## src/rtl/branch_resolve.sv

```systemverilog
module branch_resolve #(
  parameter int XLEN = 64,
  parameter int DISP_W = 21,
  parameter int RIDX_W = 5,
  parameter int OP_W = 5,
  parameter logic [XLEN-1:0] RESET_PC = '0
) (
  input  logic              clk,
  input  logic              rst_n,
  input  logic              req_vld,
  input  logic [OP_W-1:0]   op,
  input  logic [XLEN-1:0]   pc,
  input  logic [XLEN-1:0]   int_opnd,
  input  logic [XLEN-1:0]   fp_opnd,
  input  logic [DISP_W-1:0] disp,
  input  logic [XLEN-1:0]   jmp_base,
  input  logic [RIDX_W-1:0] link_idx,
  input  logic              priv_mode,
  input  logic              fp_en,
  output logic              res_vld,
  output logic [XLEN-1:0]   next_pc,
  output logic              taken,
  output logic              link_we,
  output logic [RIDX_W-1:0] link_dst,
  output logic [XLEN-1:0]   link_data,
  output logic              fp_trap,
  output logic              illegal
);
  localparam logic [RIDX_W-1:0] ZERO_REG = '1;
  localparam logic [OP_W-1:0] OP_BR  = OP_W'(0),  OP_BSR  = OP_W'(1),
                              OP_BLC = OP_W'(2),  OP_BEQ  = OP_W'(3),
                              OP_BLT = OP_W'(4),  OP_BLE  = OP_W'(5),
                              OP_BLS = OP_W'(6),  OP_BNE  = OP_W'(7),
                              OP_BGE = OP_W'(8),  OP_BGT  = OP_W'(9),
                              OP_FEQ = OP_W'(10), OP_FLT  = OP_W'(11),
                              OP_FLE = OP_W'(12), OP_FNE  = OP_W'(13),
                              OP_FGE = OP_W'(14), OP_FGT  = OP_W'(15),
                              OP_JMP = OP_W'(16);

  logic [XLEN-1:0] seq_pc, br_tgt, jmp_tgt, nxt;
  logic i_zero, i_neg, f_zero, f_neg, f_pos;
  logic cond, known, is_fp, is_jmp, wants_link, trap_c, go;

  assign seq_pc  = pc + XLEN'(4);
  assign br_tgt  = seq_pc + {{(XLEN-DISP_W-2){disp[DISP_W-1]}}, disp, 2'b00};
  assign jmp_tgt = {jmp_base[XLEN-1:2], 1'b0, priv_mode};

  assign i_zero = (int_opnd == '0);
  assign i_neg  = int_opnd[XLEN-1];
  assign f_zero = (fp_opnd[XLEN-2:0] == '0);
  assign f_neg  = fp_opnd[XLEN-1] & ~f_zero;
  assign f_pos  = ~fp_opnd[XLEN-1] & ~f_zero;

  always_comb begin
    known = 1'b1; cond = 1'b0; is_fp = 1'b0; is_jmp = 1'b0; wants_link = 1'b0;
    case (op)
      OP_BR, OP_BSR: begin cond = 1'b1; wants_link = 1'b1; end
      OP_BLC: cond = ~int_opnd[0];
      OP_BLS: cond = int_opnd[0];
      OP_BEQ: cond = i_zero;
      OP_BNE: cond = ~i_zero;
      OP_BLT: cond = i_neg;
      OP_BLE: cond = i_neg | i_zero;
      OP_BGE: cond = ~i_neg;
      OP_BGT: cond = ~i_neg & ~i_zero;
      OP_FEQ: begin is_fp = 1'b1; cond = f_zero; end
      OP_FNE: begin is_fp = 1'b1; cond = ~f_zero; end
      OP_FLT: begin is_fp = 1'b1; cond = f_neg; end
      OP_FLE: begin is_fp = 1'b1; cond = f_neg | f_zero; end
      OP_FGE: begin is_fp = 1'b1; cond = ~f_neg; end
      OP_FGT: begin is_fp = 1'b1; cond = f_pos; end
      OP_JMP: begin is_jmp = 1'b1; cond = 1'b1; wants_link = 1'b1; end
      default: known = 1'b0;
    endcase
  end

  assign trap_c = is_fp & ~fp_en;
  assign go     = known & ~trap_c & cond;
  assign nxt    = (!known || trap_c) ? pc : is_jmp ? jmp_tgt : go ? br_tgt : seq_pc;

  always_ff @(posedge clk) begin
    if (!rst_n) begin
      res_vld   <= 1'b0;
      next_pc   <= RESET_PC;
      taken     <= 1'b0;
      link_we   <= 1'b0;
      link_dst  <= '0;
      link_data <= '0;
      fp_trap   <= 1'b0;
      illegal   <= 1'b0;
    end else begin
      res_vld <= req_vld;
      taken   <= req_vld & go;
      link_we <= req_vld & wants_link & (link_idx != ZERO_REG);
      fp_trap <= req_vld & trap_c;
      illegal <= req_vld & ~known;
      if (req_vld) begin
        next_pc   <= nxt;
        link_dst  <= link_idx;
        link_data <= {seq_pc[XLEN-1:2], 2'b00};
      end
    end
  end
endmodule

```

## config.mk

```make
export PLATFORM = sky130hd
export DESIGN_NAME = branch_resolve
export DESIGN_NICKNAME = d
export VERILOG_FILES = /design/src/rtl/branch_resolve.sv
export SDC_FILE = /design/constraint.sdc
export NUM_CORES = 1
export LEC_CHECK = 0
export BUFFER_PORTS_ARGS = -buffer_cell sky130_fd_sc_hd__buf_2
export CELL_PAD_IN_SITES_DETAIL_PLACEMENT = 0
export CELL_PAD_IN_SITES_GLOBAL_PLACEMENT = 1
export CORE_ASPECT_RATIO = 1.25
export CORE_MARGIN = 8
export CORE_UTILIZATION = 39
export CTS_BUF_LIST = sky130_fd_sc_hd__clkbuf_8
export CTS_CLUSTER_DIAMETER = 80
export DETAILED_ROUTE_END_ITERATION = 10
export PLACE_DENSITY = 0.95
export SYNTH_ARGS = -nofsm -noshare
export SYNTH_HDL_FRONTEND = slang
export SYNTH_SLANG_ARGS = --single-unit
```

## constraint.sdc

```tcl
create_clock -name clk -period 16.4 [get_ports clk]
set_clock_uncertainty 0.2 [all_clocks]
set_input_delay 3.28 -clock clk [delete_from_list [all_inputs] [get_ports clk]]
set_output_delay 3.28 -clock clk [all_outputs]
set_load 0.005 [all_outputs]
```

==> results of run 1 <==
-- layout make-up --
cell class                 count  area share
antenna                        4   0.0007037
clock inverter                13     0.01091
multi-input combinational   1285      0.5681
timing repair buffer         439      0.1574
inverter                      73     0.01926
tap                          396     0.03483
sequential                   136      0.1914
clock buffer                  18     0.01742
-- registers in the layout (all words and copies together) (netlist names) --
signal and count:
illegal 1, link_data 62, res_vld 1, taken 1, link_dst 5, next_pc 64, fp_trap 1, link_we 1
-- cells in the mapped netlist (all sizes together) (14+ instances only) --
cell type,number,area share
nand2,222,0.073
nor2,178,0.059
dfxtp,136,0.24
a21oi,100,0.044
o21ai,99,0.043
ha,76,0.083
clkbuf,75,0.025
inv,72,0.024
a211oi,56,0.037
xor2,54,0.042
xnor2,52,0.040
nand3,44,0.020
o211ai,39,0.026
a41oi,38,0.029
nand4,38,0.021
nor4,36,0.020
a21o,33,0.022
nor3,29,0.013
mux2i,22,0.019
and3,18,0.010
buf,17,0.0077
o21bai,16,0.011
a31oi,14,0.0077
-- through the flow --
step | hold WS, ps | worst slack (ps) | cell area (sq um)
after floorplan | 257.5 | 8868 | 11420
after global placement | 250.3 | 7562 | 13810
after detailed placement | 260.2 | 7485 | 13810
after CTS | 284.8 | 7978 | 14210
after global routing | 300.1 | 7505 | 14220
final | 283.4 | 7966 | 14220
-- layout by cell type (no fill, tap or decap), types with 7 or more instances in the layout --
master    Yosys  layout
a221o_1      10      10
a31oi_1      14      14
inv_1        71      72
a41oi_1      38      38
o21bai_1     16      15
and3_1       17      16
nand2b_1     12      11
o21ai_0      91      90
buf_2         7     424
nor4_1       36      36
o31ai_1       7       7
nand3_1      43      43
a21o_1       33      33
nor2_1      177     176
nand4_1      38      38
clkbuf_8      0      18
nor3_1       29      29
ha_1         76      76
a211oi_1     55      55
dfxtp_1     136     136
xor2_1       53      53
o211ai_1     39      39
a221oi_1     12      12
xnor2_1      52      52
buf_4         2      14
mux2i_1      22      22
and4_1        8       8
a21oi_1     100     100
nand2_1     222     222
nor2b_1       9       9
o21ai_1       8       9
-- power by group --
part / internal, mW / leakage, nW / switching (mW) / total (mW)
sequential: 0.355 / 1.13 / 0.0126 / 0.367
combinational: 0.141 / 5.22 / 0.204 / 0.345
clock: 0.153 / 0.206 / 0.153 / 0.305
total: 0.648 / 6.55 / 0.369 / 1.02
-- critical path, stage by stage --
cell and delay (ps):
buf_2 140, and4_1 250, nand4_1 260, nor2_1 460, nand2_1 340, nor2_1 310
nand4_1 150, xnor2_1 510, ha_1 390, a21o_1 180, a21oi_1 170, nor2_1 60
a21oi_1 260, a21oi_1 190, o2111ai_1 470, a21oi_1 190, or4_1 500, a32oi_1 330
a21oi_1 120
-- worst paths after layout --
| check | startpoint | endpoint | depth (start not counted) |
|---|---|---|---|
| worst min-delay path | link_data[43] | link_data[43] | 2 |
| worst max register to register | next_pc[52] | next_pc[52] | 4 |
| worst max-delay path | pc[7] | next_pc[57] | 19 |
| worst min register to register | link_data[43] | link_data[43] | 2 |
-- cell families after synthesis --
logic type               count (synthesis)  synth area share
buffers and inverters                  165           0.05633
AO/OA/AOI/OAI                          461            0.2703
flip-flops                             136            0.2385
other                                    1         0.0003285
adder cells (fa/ha/maj)                 77           0.08505
multiplexers                            23           0.02028
AND/OR/NAND/NOR                        616            0.2473
XOR/XNOR                               106           0.08198
-- metal layers --
layer	wire length (um)	vias up	share of wire	global-route usage
met2	24310	476	0.52	0.4829
met4	1999	6	0.042	0.1174
met5	34	-	0.00072	0
met1	17880	6175	0.38	0.2712
met3	2818	103	0.060	0.05670
li1	-	6515	-	-
==> metrics.csv, run 1 <==
metric,value,unit
status,finished clean,
multi_input_area,8082,sq um
die_area,35040,sq um
ys.flop_type,dfxtp_1,
grt_pass1_vias,13490,
root_buffer,clkbuf_8,
insertion_delay,470,ps
via_per_inst,5.615,
min_path_type,reg2reg,
slew_violations,0,
grt_usage,0.2591,
grt_pass1_wl,72570,um
synthToLayoutAreaGrowth,24.61,%
cts_tree,done,
layout.area.seq,2723,sq um
start_util,0.3926,
crit_arrival,8570,ps
core.rowCount,70,
hold_viol,0,
r2r_setup_slack,15110,ps
cts_resized,0,
fillers,3008,
endpoint_kind,flip-flop,
cts_made_buffers,17,
worstMarginPinSlew,994.0,ps
wire_per_inst,19.90,um
rsz0062_at_grt,false,
dp_hpwl,37290,um
htreeDepth,4,
pin_count,430,
first_pass_iters,7,
clock_path_buffers,2,
ys_seq_area_frac,0.2385,
yosysWarningCount,0,
postSynthAreaPerCell,7.202,sq um
max_cap_violations,0,
synth-edff-count,0,
place_inst,2329,
slew-limit-headroom,0.3202,
ys_ff_latch,136,
synth-async-reset-ratio,0,
vias,13280,
fp.dieH,207.3,um
p_per_area,71.56,nW/um^2
netlist_instances,1585,
clock-sinks,136,
synth.distinct_cells,72,
setup_tns,0,ps
antenna_found_initial,11,
gr-total-overflow,0,
drc,0,
core,29080,sq um
ir_drop,41.58,uV
final_nets,2321,
cp_max_fo,6,
start_kind,input port,
port_buffers,425,
p_total,1.018,mW
cts_setup_buffers,0,
synth_area,11420,sq um
clk_pin_slew,80,ps
cp.required,16530,ps
ant_nets,0,
die_w,169.0,um
path_class,in2reg,
grt_max_degree,85,
drive_gt1_frac,0.2469,
post_layout_nonfiller_instances,2364,
period_minus_slack,8434,ps
finalSetupViolCount,0,
max_freq,0.1186,GHz
first_iter_violations,724,
postLayoutCoreUtil,0.4892,
routed_wl,47040,um
post-route-period-util,0.5143,
p_leak,6.555,nW
gp_congestion,0.9554,
holdBufCountCts,0,
(Power assumes the default switching activity.)
==> run 2, diff against run 1 <==
- CORE_UTILIZATION: 39 -> 32
- PLACE_DENSITY: 0.95 -> 0.88
- clock period: 16.4 -> 7.4 ns (I/O delays scaled with it)
==> run 2 against run 1 <==
Global-route usage fell by 3.8 points. Setup slack worse by 6900 ps. Die area is 20% higher. Highest routed layer unchanged. Critical endpoint unchanged. Utilization down 8.1 points. Count of clock-buffer cells in the layout fell by 1. Clock power increased by 130%. Sequential power up 120%. Critical path depth is 3 higher. Sequential cell count unchanged. Worst hold slack got worse by 17 ps. Combinational power is 130% higher.
==> metrics.csv, run 2 (synthesis gave the netlist of run 1 again) <==
metric,value,unit,change
root_buffer,clkbuf_8,,unchanged
start_kind,input port,,unchanged
slew-limit-headroom,0.3654,,was 0.3202
hold_viol,0,,unchanged
worstMarginPinSlew,946.1,ps,was 994.0 ps
path_class,in2reg,,unchanged
die_area,42010,sq um,was 35040 sq um
htreeDepth,4,,unchanged
gr-total-overflow,0,,unchanged
whs,266.5,ps,was 283.4 ps
clock_path_buffers,2,,unchanged
setup_tns,0,ps,unchanged
p_total,2.285,mW,was 1.018 mW
clk_pin_slew,80,ps,about the same
cts_tree,done,,unchanged
port_buffers,425,,unchanged
ant_nets,0,,unchanged
status,finished clean,,unchanged
final_cell_mix,"424 x buf_2, 222 x nand2_1, 176 x nor2_1",,unchanged
cp_top_family,simple AND/OR/NAND/NOR gates,,unchanged
place_ws,511.4,ps,was 7485 ps
drc,0,,unchanged
grt_max_degree,89,,was 85
final_common_cell,buf_2,,unchanged
grt_pass1_vias,13380,,was 13490
synthToLayoutAreaGrowth,26.00,%,was 24.61%
core.rowCount,77,,was 70
top_regs,"next_pc x64, link_data x62, link_dst x5",,unchanged
period_minus_slack,6367,ps,
r2r_setup_slack,6130,ps,was 15110 ps
crit_arrival,6530,ps,was 8570 ps
gp_congestion,0.9132,,was 0.9554
final_cell_area,14380,sq um,was 14220 sq um
endpoint_kind,flip-flop,,unchanged
max_freq,0.1570,GHz,
max_cap_violations,0,,unchanged
highest-signal-layer,met5,,unchanged
regMostFlops,next_pc,,unchanged
finalSetupViolCount,0,,unchanged
grt_pass1_wl,72620,um,was 72570 um
holdBufCountCts,0,,unchanged
via_per_inst,5.458,,was 5.615
cp.required,7570,ps,was 16530 ps
ir_drop,113.4,uV,was 41.58 uV
cpPeakStageDelay,500,ps,was 510 ps
wire_per_inst,19.84,um,was 19.90 um
cts_setup_buffers,0,,unchanged
start_util,0.3238,,was 0.3926
placed_area,13950,sq um,was 13810 sq um
routed_wl,48560,um,was 47040 um
min_path_type,reg2reg,,unchanged
routed-wl-met2,25220,um,was 24310 um
p_leak,6.597,nW,was 6.555 nW
first_pass_iters,5,,was 7
place_inst,2413,,was 2329
die_w,184.9,um,was 169.0 um
p_per_area,158.9,nW/um^2,was 71.56 nW/um^2
postLayoutCoreUtil,0.4079,,was 0.4892
fp.dieH,227.2,um,was 207.3 um
core,35260,sq um,was 29080 sq um
cpMostUsedCell,a21oi_1,,unchanged
cts_made_buffers,17,,unchanged
post-route-period-util,0.8605,,
insertion_delay,490,ps,was 470 ps
clock-sinks,136,,unchanged
critical_path.slowest_cell,or4_1,,was xnor2_1
rsz0062_at_grt,false,,unchanged
wl_met1,18780,um,was 17880 um
drive_gt1_frac,0.2487,,was 0.2469
slew_violations,0,,unchanged
vias,13360,,was 13280
crit_buf_inv,2,,was 1
antenna_found_initial,6,,was 11
largest_reg_flops,64,,unchanged
post_layout_nonfiller_instances,2448,,was 2364
grt_usage,0.2214,,was 0.2591
cp_max_fo,8,,was 6
first_iter_violations,735,,was 724
wl_met3,3001,um,was 2818 um
pin_count,430,,unchanged
cts_resized,0,,unchanged
dp_hpwl,38530,um,was 37290 um
final_nets,2327,,was 2321
cp_cell_sequence,"buf_2, ha_1, and4_1, nand3_1, nor2_1, nand2_1, nor2_1, nand3_1, xor2_1, inv_1, ha_1, a21oi_1, o21bai_1, a221oi_1, nand2_1, a21oi_1, a21oi_1, o2111ai_1, a21oi_1, or4_1, a32oi_1, a21oi_1",,"was buf_2, and4_1, nand4_1, nor2_1, nand2_1, nor2_1, nand4_1, xnor2_1, ha_1, a21o_1, a21oi_1, nor2_1, a21oi_1, a21oi_1, o2111ai_1, a21oi_1, or4_1, a32oi_1, a21oi_1"
setup_slack,1033,ps,was 7966 ps
## run 2: changes by cell type in the layout (fill, tap and decap cells not counted)
cell        change
inv_1           +1
buf_4           +6
clkinvlp_4      -1
bufinv_16       +1
inv_6           -1
clkinv_2        -1
clkinv_4        +2
clkbuf_8        -1
## run 2: path summary, 6_finish.rpt
kind | startpoint | to | depth (start not counted)
hold / removal | next_pc[1] | next_pc[1] | 2
setup reg to reg | next_pc[52] | next_pc[52] | 4
hold reg to reg | next_pc[1] | next_pc[1] | 2
setup / recovery | pc[2] | next_pc[57] | 22
## run 2: report_power, final
part / leakage [nW] / switching (mW) / internal (mW)
clock: 0.218 / 0.334 / 0.362
combinational: 5.25 / 0.462 / 0.315
sequential: 1.13 / 0.0267 / 0.786
## run 2: per-layer routing
metal | vias up | track usage
met3 | 91 | 0.04694
met2 | 498 | 0.4108
met4 | 2 | 0.09204
met1 | 6257 | 0.2400
li1 | 6513 | -
met5 | - | 0
## run 2: cell type report
class	count	area (sq um)
fillers	3774	20880
multi-input cells	1285	8082
flip-flops and latches	136	2723
repair buffers	445	2283
well taps	474	593.1
inverters	73	274.0
clock buffers	17	234.0
clock inverters	14	185.2
diodes	4	10.01
## run 2: tightest hold or removal path, stage by stage (launching register included)
cell and delay, ps:
dfxtp_1 310, nand2_1 60, a21oi_1 50
==> run 3, diff against run 2 <==
- CELL_PAD_IN_SITES_DETAIL_PLACEMENT: 0 -> unset
- CELL_PAD_IN_SITES_GLOBAL_PLACEMENT: 1 -> unset
- CORE_ASPECT_RATIO: 1.25 -> unset
- CORE_UTILIZATION: 32 -> 47
- PLACE_DENSITY: 0.88 -> 0.89
==> run 3 against run 2 <==
Sequential share of layout area up 0.30 points. Sequential cell count unchanged. Setup slack worse by 100 ps. Critical path depth unchanged. Via count up 4.1%. Count of clock-buffer cells in the layout up 1. Power down 0.18%. Sequential power about the same.
==> metrics.csv, run 3 (synthesis gave the netlist of run 1 again) <==
metric,value,unit,change
status,finished clean,,unchanged
core,24110,sq um,was 35260 sq um
htreeDepth,4,,unchanged
first_pass_iters,5,,unchanged
post_layout_nonfiller_instances,2295,,was 2448
max_cap_violations,0,,unchanged
start_util,0.4736,,was 0.3238
min_path_type,reg2reg,,unchanged
cts_resized,0,,unchanged
place_inst,2258,,was 2413
via_per_inst,6.060,,was 5.458
cts_tree,done,,unchanged
antenna_found_initial,8,,was 6
period_minus_slack,6467,ps,was 6367 ps
multi_input_area,8082,sq um,unchanged
slew-limit-headroom,0.3113,,was 0.3654
final_cell_mix,"424 x buf_2, 222 x nand2_1, 176 x nor2_1",,unchanged
core.rowCount,57,,was 77
hold_viol,0,,unchanged
fillers,2251,,was 3774
grt_pass1_vias,13060,,was 13380
cp.required,7540,ps,was 7570 ps
root_buffer,clkbuf_8,,unchanged
endpoint_kind,flip-flop,,unchanged
ir_drop,84.42,uV,was 113.4 uV
top_regs,"next_pc x64, link_data x62, link_dst x5",,unchanged
regMostFlops,next_pc,,unchanged
fp.dieH,171.9,um,was 227.2 um
clk_pin_slew,80,ps,about the same
first_iter_violations,1394,,was 735
gp_congestion,0.9140,,was 0.9132
synthToLayoutAreaGrowth,24.06,%,was 26.00%
drive_gt1_frac,0.2477,,was 0.2487
rsz0062_at_grt,false,,unchanged
grt_pass1_wl,69470,um,was 72620 um
post-route-period-util,0.8739,,was 0.8605
finalSetupViolCount,0,,unchanged
clock-sinks,136,,unchanged
largest_reg_flops,64,,unchanged
wire_per_inst,20.32,um,was 19.84 um
pin_count,430,,unchanged
drc,0,,unchanged
p_per_area,161.1,nW/um^2,was 158.9 nW/um^2
grt_usage,0.2958,,was 0.2214
hold_depth,2,,unchanged
dp_hpwl,36360,um,was 38530 um
start_kind,input port,,unchanged
clock_path_buffers,2,,unchanged
path_class,in2reg,,unchanged
die_w,171.9,um,was 184.9 um
holdBufCountCts,0,,unchanged
slew_violations,0,,unchanged
insertion_delay,470,ps,was 490 ps
worstMarginPinSlew,1007,ps,was 946.1 ps
cp_max_fo,8,,unchanged
vias,13910,,was 13360
worst-r2r-cell-count,4,,unchanged
cts_setup_buffers,0,,unchanged
die_area,29530,sq um,was 42010 sq um
p_leak,6.568,nW,was 6.597 nW
gr-total-overflow,0,,unchanged
cts_made_buffers,17,,unchanged
routed_wl,46640,um,was 48560 um
max_freq,0.1546,GHz,was 0.1570 GHz
layout.area.seq,2723,sq um,unchanged
setup_tns,0,ps,unchanged
ant_nets,0,,unchanged
final_common_cell,buf_2,,unchanged
final_nets,2322,,was 2327
grt_max_degree,103,,was 89
crit_arrival,6610,ps,was 6530 ps
port_buffers,425,,unchanged
## run 3: cell count changes in the layout (fill, tap and decap cells not counted), sizes merged
cell    change
buf         -5
bufinv      -1
clkbuf      +1
diode       +1
inv         +1
## run 3: layer usage
metal,GRT usage,vias up,share of wire
met4,0.1151,6,0.028
met1,0.3791,6478,0.40
li1,-,6514,-
met2,0.4664,799,0.45
met5,0,-,0.00084
met3,0.08151,111,0.12
## run 3: power breakdown
part           leakage [nW]  internal, mW  total, mW  switching [mW]
registers              1.13         0.786      0.815          0.0284
clock network         0.215         0.345      0.691           0.346
logic                  5.22         0.313      0.776           0.463
## run 3: worst max-delay path, cell delays in order
cell	delay (ps)
buf_2	160
ha_1	230
and4_1	290
nand3_1	190
nor2_1	270
nand2_1	270
nor2_1	250
nand3_1	120
xor2_1	230
inv_1	90
ha_1	400
a21oi_1	180
o21bai_1	80
a221oi_1	300
nand2_1	110
a21oi_1	290
a21oi_1	210
o2111ai_1	500
a21oi_1	180
or4_1	490
a32oi_1	200
a21oi_1	90
## run 3: per-stage QoR
stage | utilization | hold slack (ps) | power, mW | worst slack (ps) | instance area [sq um]
CTS | 0.5870 | 265.0 | 2.268 | 1112 | 14150
floorplan | - | 257.5 | 1.292 | 1668 | 11420
global route | 0.5871 | 290.6 | 2.392 | 616.3 | 14150
finish | 0.5875 | 263.1 | 2.281 | 932.8 | 14160
global placement | 0.5696 | 251.4 | 1.567 | 671.9 | 13730
detailed placement | 0.5696 | 255.2 | 1.586 | 650.8 | 13730
## run 3: final cells by class
cell class,count,share of cell area
Tap cell,324,0.02862
Timing Repair Buffer,440,0.1586
Antenna cell,5,0.0008835
Clock inverter,14,0.01219
Clock buffer,18,0.01749
Sequential cell,136,0.1922
Inverter,73,0.01935
Multi-Input combinational cell,1285,0.5706
## run 3: path summary, 6_finish.rpt
check | end | from | slack [ps]
worst max-delay path | next_pc[57] | pc[2] | 930
worst min-delay path | next_pc[1] | next_pc[1] | 260
worst max register to register | next_pc[52] | next_pc[52] | 6090
worst min register to register | next_pc[1] | next_pc[1] | 260
